File: config.mk
export PLATFORM = sky130hd
export DESIGN_NAME = ret_addr_stack
export DESIGN_NICKNAME = d
export VERILOG_FILES = /design/src/rtl/ras_pkg.sv /design/src/rtl/ras_ptr_ctrl.sv /design/src/rtl/ras_store.sv /design/src/rtl/ret_addr_stack.sv
export SDC_FILE = /design/constraint.sdc
export NUM_CORES = 1
export LEC_CHECK = 0
export ABC_AREA = 1
export CAP_MARGIN = 20
export CORE_AREA = 2 2 180 182
export DETAILED_ROUTE_END_ITERATION = 10
export DIE_AREA = 0 0 182 184
export HOLD_SLACK_MARGIN = 0.08
export RECOVER_POWER = 50
export SLEW_MARGIN = 20
export SYNTH_ARGS = -nofsm -noshare
export SYNTH_HDL_FRONTEND = slang
export SYNTH_SLANG_ARGS = --single-unit
export TNS_END_PERCENT = 5
File: constraint.sdc
create_clock -name clk -period 4.6 [get_ports clk]
set_clock_uncertainty 0.1 [all_clocks]
set_input_delay 0.92 -clock clk [delete_from_list [all_inputs] [get_ports clk]]
set_output_delay 0.92 -clock clk [all_outputs]
set_load 0.02 [all_outputs]
File: src/rtl/ras_pkg.sv
package ras_pkg;

  typedef enum logic [1:0] {
    OP_IDLE = 2'd0,
    OP_PUSH = 2'd1,
    OP_POP  = 2'd2,
    OP_SWAP = 2'd3
  } ras_op_e;

  function automatic ras_op_e decode_op(input logic push, input logic pop);
    case ({push, pop})
      2'b10:   return OP_PUSH;
      2'b01:   return OP_POP;
      2'b11:   return OP_SWAP;
      default: return OP_IDLE;
    endcase
  endfunction

endpackage

File: src/rtl/ras_ptr_ctrl.sv
module ras_ptr_ctrl
  import ras_pkg::*;
#(
  parameter int DEPTH = 8,
  parameter int PTR_W = $clog2(DEPTH),
  parameter int CNT_W = $clog2(DEPTH + 1)
) (
  input  logic             clk,
  input  logic             rst_n,
  input  ras_op_e          op,
  output logic [PTR_W-1:0] tos_o,
  output logic [PTR_W-1:0] wr_idx_o,
  output logic             wr_en_o,
  output logic [CNT_W-1:0] count_o
);

  localparam logic [PTR_W-1:0] LAST_IDX = PTR_W'(DEPTH - 1);
  localparam logic [CNT_W-1:0] FULL_CNT = CNT_W'(DEPTH);

  function automatic logic [PTR_W-1:0] wrap_inc(input logic [PTR_W-1:0] p);
    return (p == LAST_IDX) ? '0 : p + 1'b1;
  endfunction

  function automatic logic [PTR_W-1:0] wrap_dec(input logic [PTR_W-1:0] p);
    return (p == '0) ? LAST_IDX : p - 1'b1;
  endfunction

  logic [PTR_W-1:0] tos_q, tos_d;
  logic [CNT_W-1:0] cnt_q, cnt_d;
  logic             is_empty;

  assign is_empty = (cnt_q == '0);

  always_comb begin
    tos_d    = tos_q;
    cnt_d    = cnt_q;
    wr_en_o  = 1'b0;
    wr_idx_o = tos_q;
    case (op)
      OP_PUSH: begin
        tos_d    = wrap_inc(tos_q);
        wr_idx_o = wrap_inc(tos_q);
        wr_en_o  = 1'b1;
        cnt_d    = (cnt_q == FULL_CNT) ? FULL_CNT : cnt_q + 1'b1;
      end
      OP_POP: begin
        if (!is_empty) begin
          tos_d = wrap_dec(tos_q);
          cnt_d = cnt_q - 1'b1;
        end
      end
      OP_SWAP: begin
        wr_en_o = 1'b1;
        if (is_empty) cnt_d = CNT_W'(1);
      end
      default: ;
    endcase
  end

  always_ff @(posedge clk or negedge rst_n) begin
    if (!rst_n) begin
      tos_q <= '0;
      cnt_q <= '0;
    end else begin
      tos_q <= tos_d;
      cnt_q <= cnt_d;
    end
  end

  assign tos_o   = tos_q;
  assign count_o = cnt_q;

endmodule

File: src/rtl/ras_store.sv
module ras_store #(
  parameter int ADDR_W = 32,
  parameter int DEPTH  = 8,
  parameter int PTR_W  = $clog2(DEPTH)
) (
  input  logic              clk,
  input  logic              rst_n,
  input  logic              wr_en,
  input  logic [PTR_W-1:0]  wr_idx,
  input  logic [ADDR_W-1:0] wr_data,
  input  logic [PTR_W-1:0]  rd_idx,
  output logic [ADDR_W-1:0] rd_data
);

  logic [ADDR_W-1:0] slot_q [DEPTH];

  for (genvar g = 0; g < DEPTH; g++) begin : g_slot
    always_ff @(posedge clk or negedge rst_n) begin
      if (!rst_n) slot_q[g] <= '0;
      else if (wr_en && (wr_idx == PTR_W'(g))) slot_q[g] <= wr_data;
    end
  end

  assign rd_data = slot_q[rd_idx];

endmodule

File: src/rtl/ret_addr_stack.sv
module ret_addr_stack
  import ras_pkg::*;
#(
  parameter int ADDR_W     = 32,
  parameter int DEPTH      = 8,
  parameter int INST_BYTES = 4
) (
  input  logic              clk,
  input  logic              rst_n,
  input  logic              call_i,
  input  logic [ADDR_W-1:0] call_pc_i,
  input  logic              ret_i,
  output logic [ADDR_W-1:0] pred_tgt_o,
  output logic              pred_vld_o
);

  localparam int PTR_W = $clog2(DEPTH);
  localparam int CNT_W = $clog2(DEPTH + 1);

  function automatic logic [ADDR_W-1:0] next_seq(input logic [ADDR_W-1:0] pc);
    return pc + ADDR_W'(INST_BYTES);
  endfunction

  ras_op_e           op;
  logic [PTR_W-1:0]  tos, wr_idx;
  logic              wr_en;
  logic [CNT_W-1:0]  occ_cnt;
  logic [ADDR_W-1:0] ret_addr;
  logic              push_evt, pop_evt, swap_evt;

  assign op       = decode_op(call_i, ret_i);
  assign push_evt = (op == OP_PUSH);
  assign pop_evt  = (op == OP_POP);
  assign swap_evt = (op == OP_SWAP);
  assign ret_addr = next_seq(call_pc_i);

  ras_ptr_ctrl #(.DEPTH(DEPTH), .PTR_W(PTR_W), .CNT_W(CNT_W)) u_ctrl (
    .clk      (clk),
    .rst_n    (rst_n),
    .op       (op),
    .tos_o    (tos),
    .wr_idx_o (wr_idx),
    .wr_en_o  (wr_en),
    .count_o  (occ_cnt)
  );

  ras_store #(.ADDR_W(ADDR_W), .DEPTH(DEPTH), .PTR_W(PTR_W)) u_store (
    .clk     (clk),
    .rst_n   (rst_n),
    .wr_en   (wr_en),
    .wr_idx  (wr_idx),
    .wr_data (ret_addr),
    .rd_idx  (tos),
    .rd_data (pred_tgt_o)
  );

  assign pred_vld_o = (occ_cnt != '0);

endmodule

==> load_flow_metrics.sql <==
INSERT INTO impl_metrics (metric_group, metric, value, unit) VALUES
('setup_path', 'timing.critical_path.mode_cell', 'sky130_fd_sc_hd__nand2_1', ''),
('synth', 'synth_async_sr_flop_share', '100.0', '%'),
('hold_path', 'worst_hold_path_type', 'reg -> reg', ''),
('setup_path', 'critPathLaunchType', 'flip-flop', ''),
('finish', 'fill_count', '3125', ''),
('global_route', 'grt-ovfl-total', '0', ''),
('route', 'drt_pass1_iterations', '6', ''),
('timing', 'fin_tns_setup', '0', 'ps'),
('setup_path', 'worstReg2RegStart', 'u_ctrl.tos_o[2]$_DFFE_PN0P_', ''),
('timing', 'timing.max_slew.rel_slack', '-92.43', '%'),
('die', 'floorplan.rows', '65', ''),
('hold_path', 'hold_path_end', 'u_store.slot_q[10]$_DFFE_PN0P_', ''),
('timing', 'timing_worst_slew_pin_value', '2886', 'ps'),
('setup_path', 'worstRegToRegCells', '8', ''),
('die', 'design.die.area', '33490', 'sq um'),
('synth', 'synth.lib_cells_used.distinct', '28', ''),
('clock_network', 'clk_root_buffer_cell', 'sky130_fd_sc_hd__clkbuf_16', ''),
('clock_network', 'htreeDepth', '1', ''),
('hold_path', 'worstHoldPathCells', '2', ''),
('global_route', 'initial_antenna_violation_count', '0', ''),
('global_route', 'first_global_vias', '11443', ''),
('finish', 'num_antenna_cells', '0', ''),
('placed_design', 'portBuffers', '68', ''),
('power_and_ir_drop', 'pwr_density_cell', '745.3', 'nW/um^2'),
('setup_path', 'critical_path.cell_chain', 'inv_2, nand2_1, nand2_1, clkdlybuf4s50_1', ''),
('synth', 'postSynthRegisterBits', '263', ''),
('placed_design', 'gp_congestion', '0.8832', ''),
('clock_network', 'post_cts_resized', '0', ''),
('timing', 'hold_violations', '0', ''),
('status', 'status', 'complete, but fails checks', ''),
('clock_network', 'later_pin_clock_latency_in_the_skew_report', '550', 'ps'),
('synth', 'number_of_instances_in_the_synthesized_netlist', '1791', ''),
('setup_path', 'cp-end-kind', 'output port', ''),
('placed_design', 'hpwl', '24650', 'um'),
('synth', 'synth_edf_count', '0', ''),
('finish', 'layout_cells_sized_above_1', '5.369', '%'),
('timing', 'fin_crit_sh', '89.35', '%'),
('die', 'io_pins', '69', ''),
('synth', 'syn-cell-area', '13140', 'sq um'),
('setup_path', 'critPathTopFamily', 'buffers and inverters', ''),
('global_route', 'grt_start_max_net_pins', '107', ''),
('clock_network', 'cts.repair_timing.setup_buffer_count', '0', ''),
('setup_path', 'critical-path-max-stage-delay', '1010', 'ps'),
('setup_path', 'worstPathRequired', '3580', 'ps'),
('route', 'vias_per_cell', '5.372', ''),
('timing', 'final-setup-viol-count', '0', ''),
('job', 'maxCapViolations', '1', ''),
('timing', 'grt_setup_unrepaired', 'no', ''),
('finish', 'layout.cells.most_common_list', '816 x sky130_fd_sc_hd__nand2_1, 261 x sky130_fd_sc_hd__dfrtp_1, 202 x sky130_fd_sc_hd__o21ai_0', ''),
('status', 'failing_checks', 'max-capacitance violations, max-slew violations', ''),
('timing', 'drv_slew', '106', ''),
('setup_path', 'cp.arrival', '3090', 'ps'),
('route', 'detail_route.iter0.violations', '1270', ''),
('die', 'fp.coreArea', '31390', 'sq um'),
('global_route', 'grt.total_usage', '25.06', '%'),
('setup_path', 'r2r_setup_slack', '560', 'ps'),
('finish', 'layout_commonest_cell', 'sky130_fd_sc_hd__nand2_1', ''),
('global_route', 'grt_first_pass_wirelength', '65530', 'um'),
('clock_network', 'cts_tree', 'yes', ''),
('setup_path', 'crit_path_top_delay_cell', 'sky130_fd_sc_hd__dfrtp_1', ''),
('finish', 'areaGrowthSynthToFinish', '14.39', '%'),
('synth', 'syn_nets', '1834', ''),
('power_and_ir_drop', 'power.ir.vdd_worst', '0.0003751', 'V'),
('timing', 'layout_min_cycle_time', '4110', 'ps'),
('synth', 'synth_area_per_cell', '7.334', 'sq um'),
('power_and_ir_drop', 'pnr_total_power', '11200', 'uW'),
('synth', 'synth_top_flop_cell', 'sky130_fd_sc_hd__dfrtp_1', ''),
('die', 'die_width', '182', 'um'),
('route', 'remaining_drc_errors', '0', ''),
('setup_path', 'critical_path_buf_inv_count', '2', ''),
('setup_path', 'cp_max_fo', '28', '');
-- cells by family (layout without fill, tap and decap cells) --
family / after synthesis / after routing / synth area share, %
simple gates: 1029 / 1029 / 30.43
flops: 263 / 263 / 50.10
xor+xnor: 16 / 16 / 1.124
buf+inv: 174 / 227 / 5.468
compound gates: 302 / 302 / 12.20
fa+ha+maj: 7 / 7 / 0.6668
-- area by class of cell --
class	count	area (sq um)	area share (%)
clock inverters	5	32.53	0.2165
clock buffers	43	858.3	5.712
inverters	82	310.3	2.065
well taps	402	503.0	3.347
flip-flops and latches	263	6586	43.83
multi-input cells	1354	5822	38.75
repair buffers	97	913.4	6.079
-- how the worst max path moves through the flow --
stage / cells past startpoint / startpoint / to
2_1_floorplan: 8 / u_ctrl.tos_o[1]$_DFFE_PN0P_ / pred_tgt_o[23]
3_3_place_gp: 7 / u_ctrl.tos_o[0]$_DFFE_PN0P_ / pred_tgt_o[20]
3_5_place_dp: 7 / call_i / u_store.slot_q[131]$_DFFE_PN0P_
4_1_cts: 7 / u_ctrl.tos_o[0]$_DFFE_PN0P_ / pred_tgt_o[29]
5_1_grt: 7 / u_ctrl.tos_o[0]$_DFFE_PN0P_ / pred_tgt_o[24]
6_report: 4 / u_ctrl.tos_o[2]$_DFFE_PN0P_ / pred_tgt_o[27]
-- registers in the layout, summed over array words and instances, names as in the netlist --
signal and flops:
u_ctrl.count_o 4, u_ctrl.tos_o 3, u_store.slot_q 256
-- layer usage --
| layer | global-route usage [%] | wire, um |
|---|---|---|
| met3 | 2.952 | 2884 |
| met4 | 7.290 | 1053 |
| met5 | 0 | 0 |
| met2 | 39.97 | 18750 |
| met1 | 36.07 | 18990 |
-- worst register-to-register path, stage by stage (launching register included) --
cell and delay [ps]:
sky130_fd_sc_hd__dfrtp_1 1010, sky130_fd_sc_hd__buf_4 530, sky130_fd_sc_hd__ha_1 230, sky130_fd_sc_hd__nor2_1 50, sky130_fd_sc_hd__o21ai_0 460, sky130_fd_sc_hd__nand2_1 220
sky130_fd_sc_hd__nor2_1 210, sky130_fd_sc_hd__clkbuf_1 830, sky130_fd_sc_hd__o21ai_0 230
-- cells in the mapped netlist (2+ instances only) --
| cell type | n | area (sq um) |
|---|---|---|
| sky130_fd_sc_hd__nor2_2 | 4 | 25.02 |
| sky130_fd_sc_hd__inv_1 | 73 | 274.0 |
| sky130_fd_sc_hd__nor2_1 | 149 | 559.3 |
| sky130_fd_sc_hd__dfrtp_1 | 263 | 6581 |
| sky130_fd_sc_hd__buf_2 | 38 | 190.2 |
| sky130_fd_sc_hd__xnor2_1 | 5 | 43.79 |
| sky130_fd_sc_hd__nor2_4 | 6 | 67.56 |
| sky130_fd_sc_hd__o211ai_1 | 3 | 22.52 |
| sky130_fd_sc_hd__buf_1 | 5 | 18.77 |
| sky130_fd_sc_hd__o21a_1 | 6 | 45.04 |
| sky130_fd_sc_hd__nand2_2 | 6 | 37.54 |
| sky130_fd_sc_hd__inv_2 | 9 | 33.78 |
| sky130_fd_sc_hd__a21oi_1 | 38 | 190.2 |
| sky130_fd_sc_hd__nand2_1 | 816 | 3063 |
| sky130_fd_sc_hd__buf_4 | 4 | 30.03 |
| sky130_fd_sc_hd__o21ai_0 | 201 | 1006 |
| sky130_fd_sc_hd__o22ai_1 | 43 | 269.0 |
| sky130_fd_sc_hd__nand3_1 | 46 | 230.2 |
| sky130_fd_sc_hd__xor2_1 | 10 | 87.58 |
| sky130_fd_sc_hd__ha_1 | 7 | 87.58 |
| sky130_fd_sc_hd__clkbuf_1 | 43 | 161.4 |
| sky130_fd_sc_hd__clkbuf_2 | 2 | 10.01 |
| sky130_fd_sc_hd__o21ai_1 | 8 | 40.04 |
| sky130_fd_sc_hd__nand3b_1 | 2 | 15.01 |
-- metrics by stage --
stage | std cells | worst slack [ps] | utilization [%] | hold slack [ps] | cell area [sq um]
floorplan | 1791 | 2041 | - | 336.6 | 13140
global placement | 2198 | 1153 | 45.16 | 348.2 | 14180
detailed placement | 2198 | 1089 | 45.16 | 353.5 | 14180
CTS | 2246 | 539.5 | 48.00 | 354.4 | 15070
global route | 2246 | 318.0 | 47.86 | 389.0 | 15030
finish | 2246 | 490.1 | 47.86 | 368.2 | 15030
-- power breakdown --
group	total [uW]	switching (uW)	internal [uW]
clock network	2230	957	1270
logic	5040	3200	1840
registers	3930	557	3380
total	11200	4710	6490
Power figures use the tool's default switching activity.
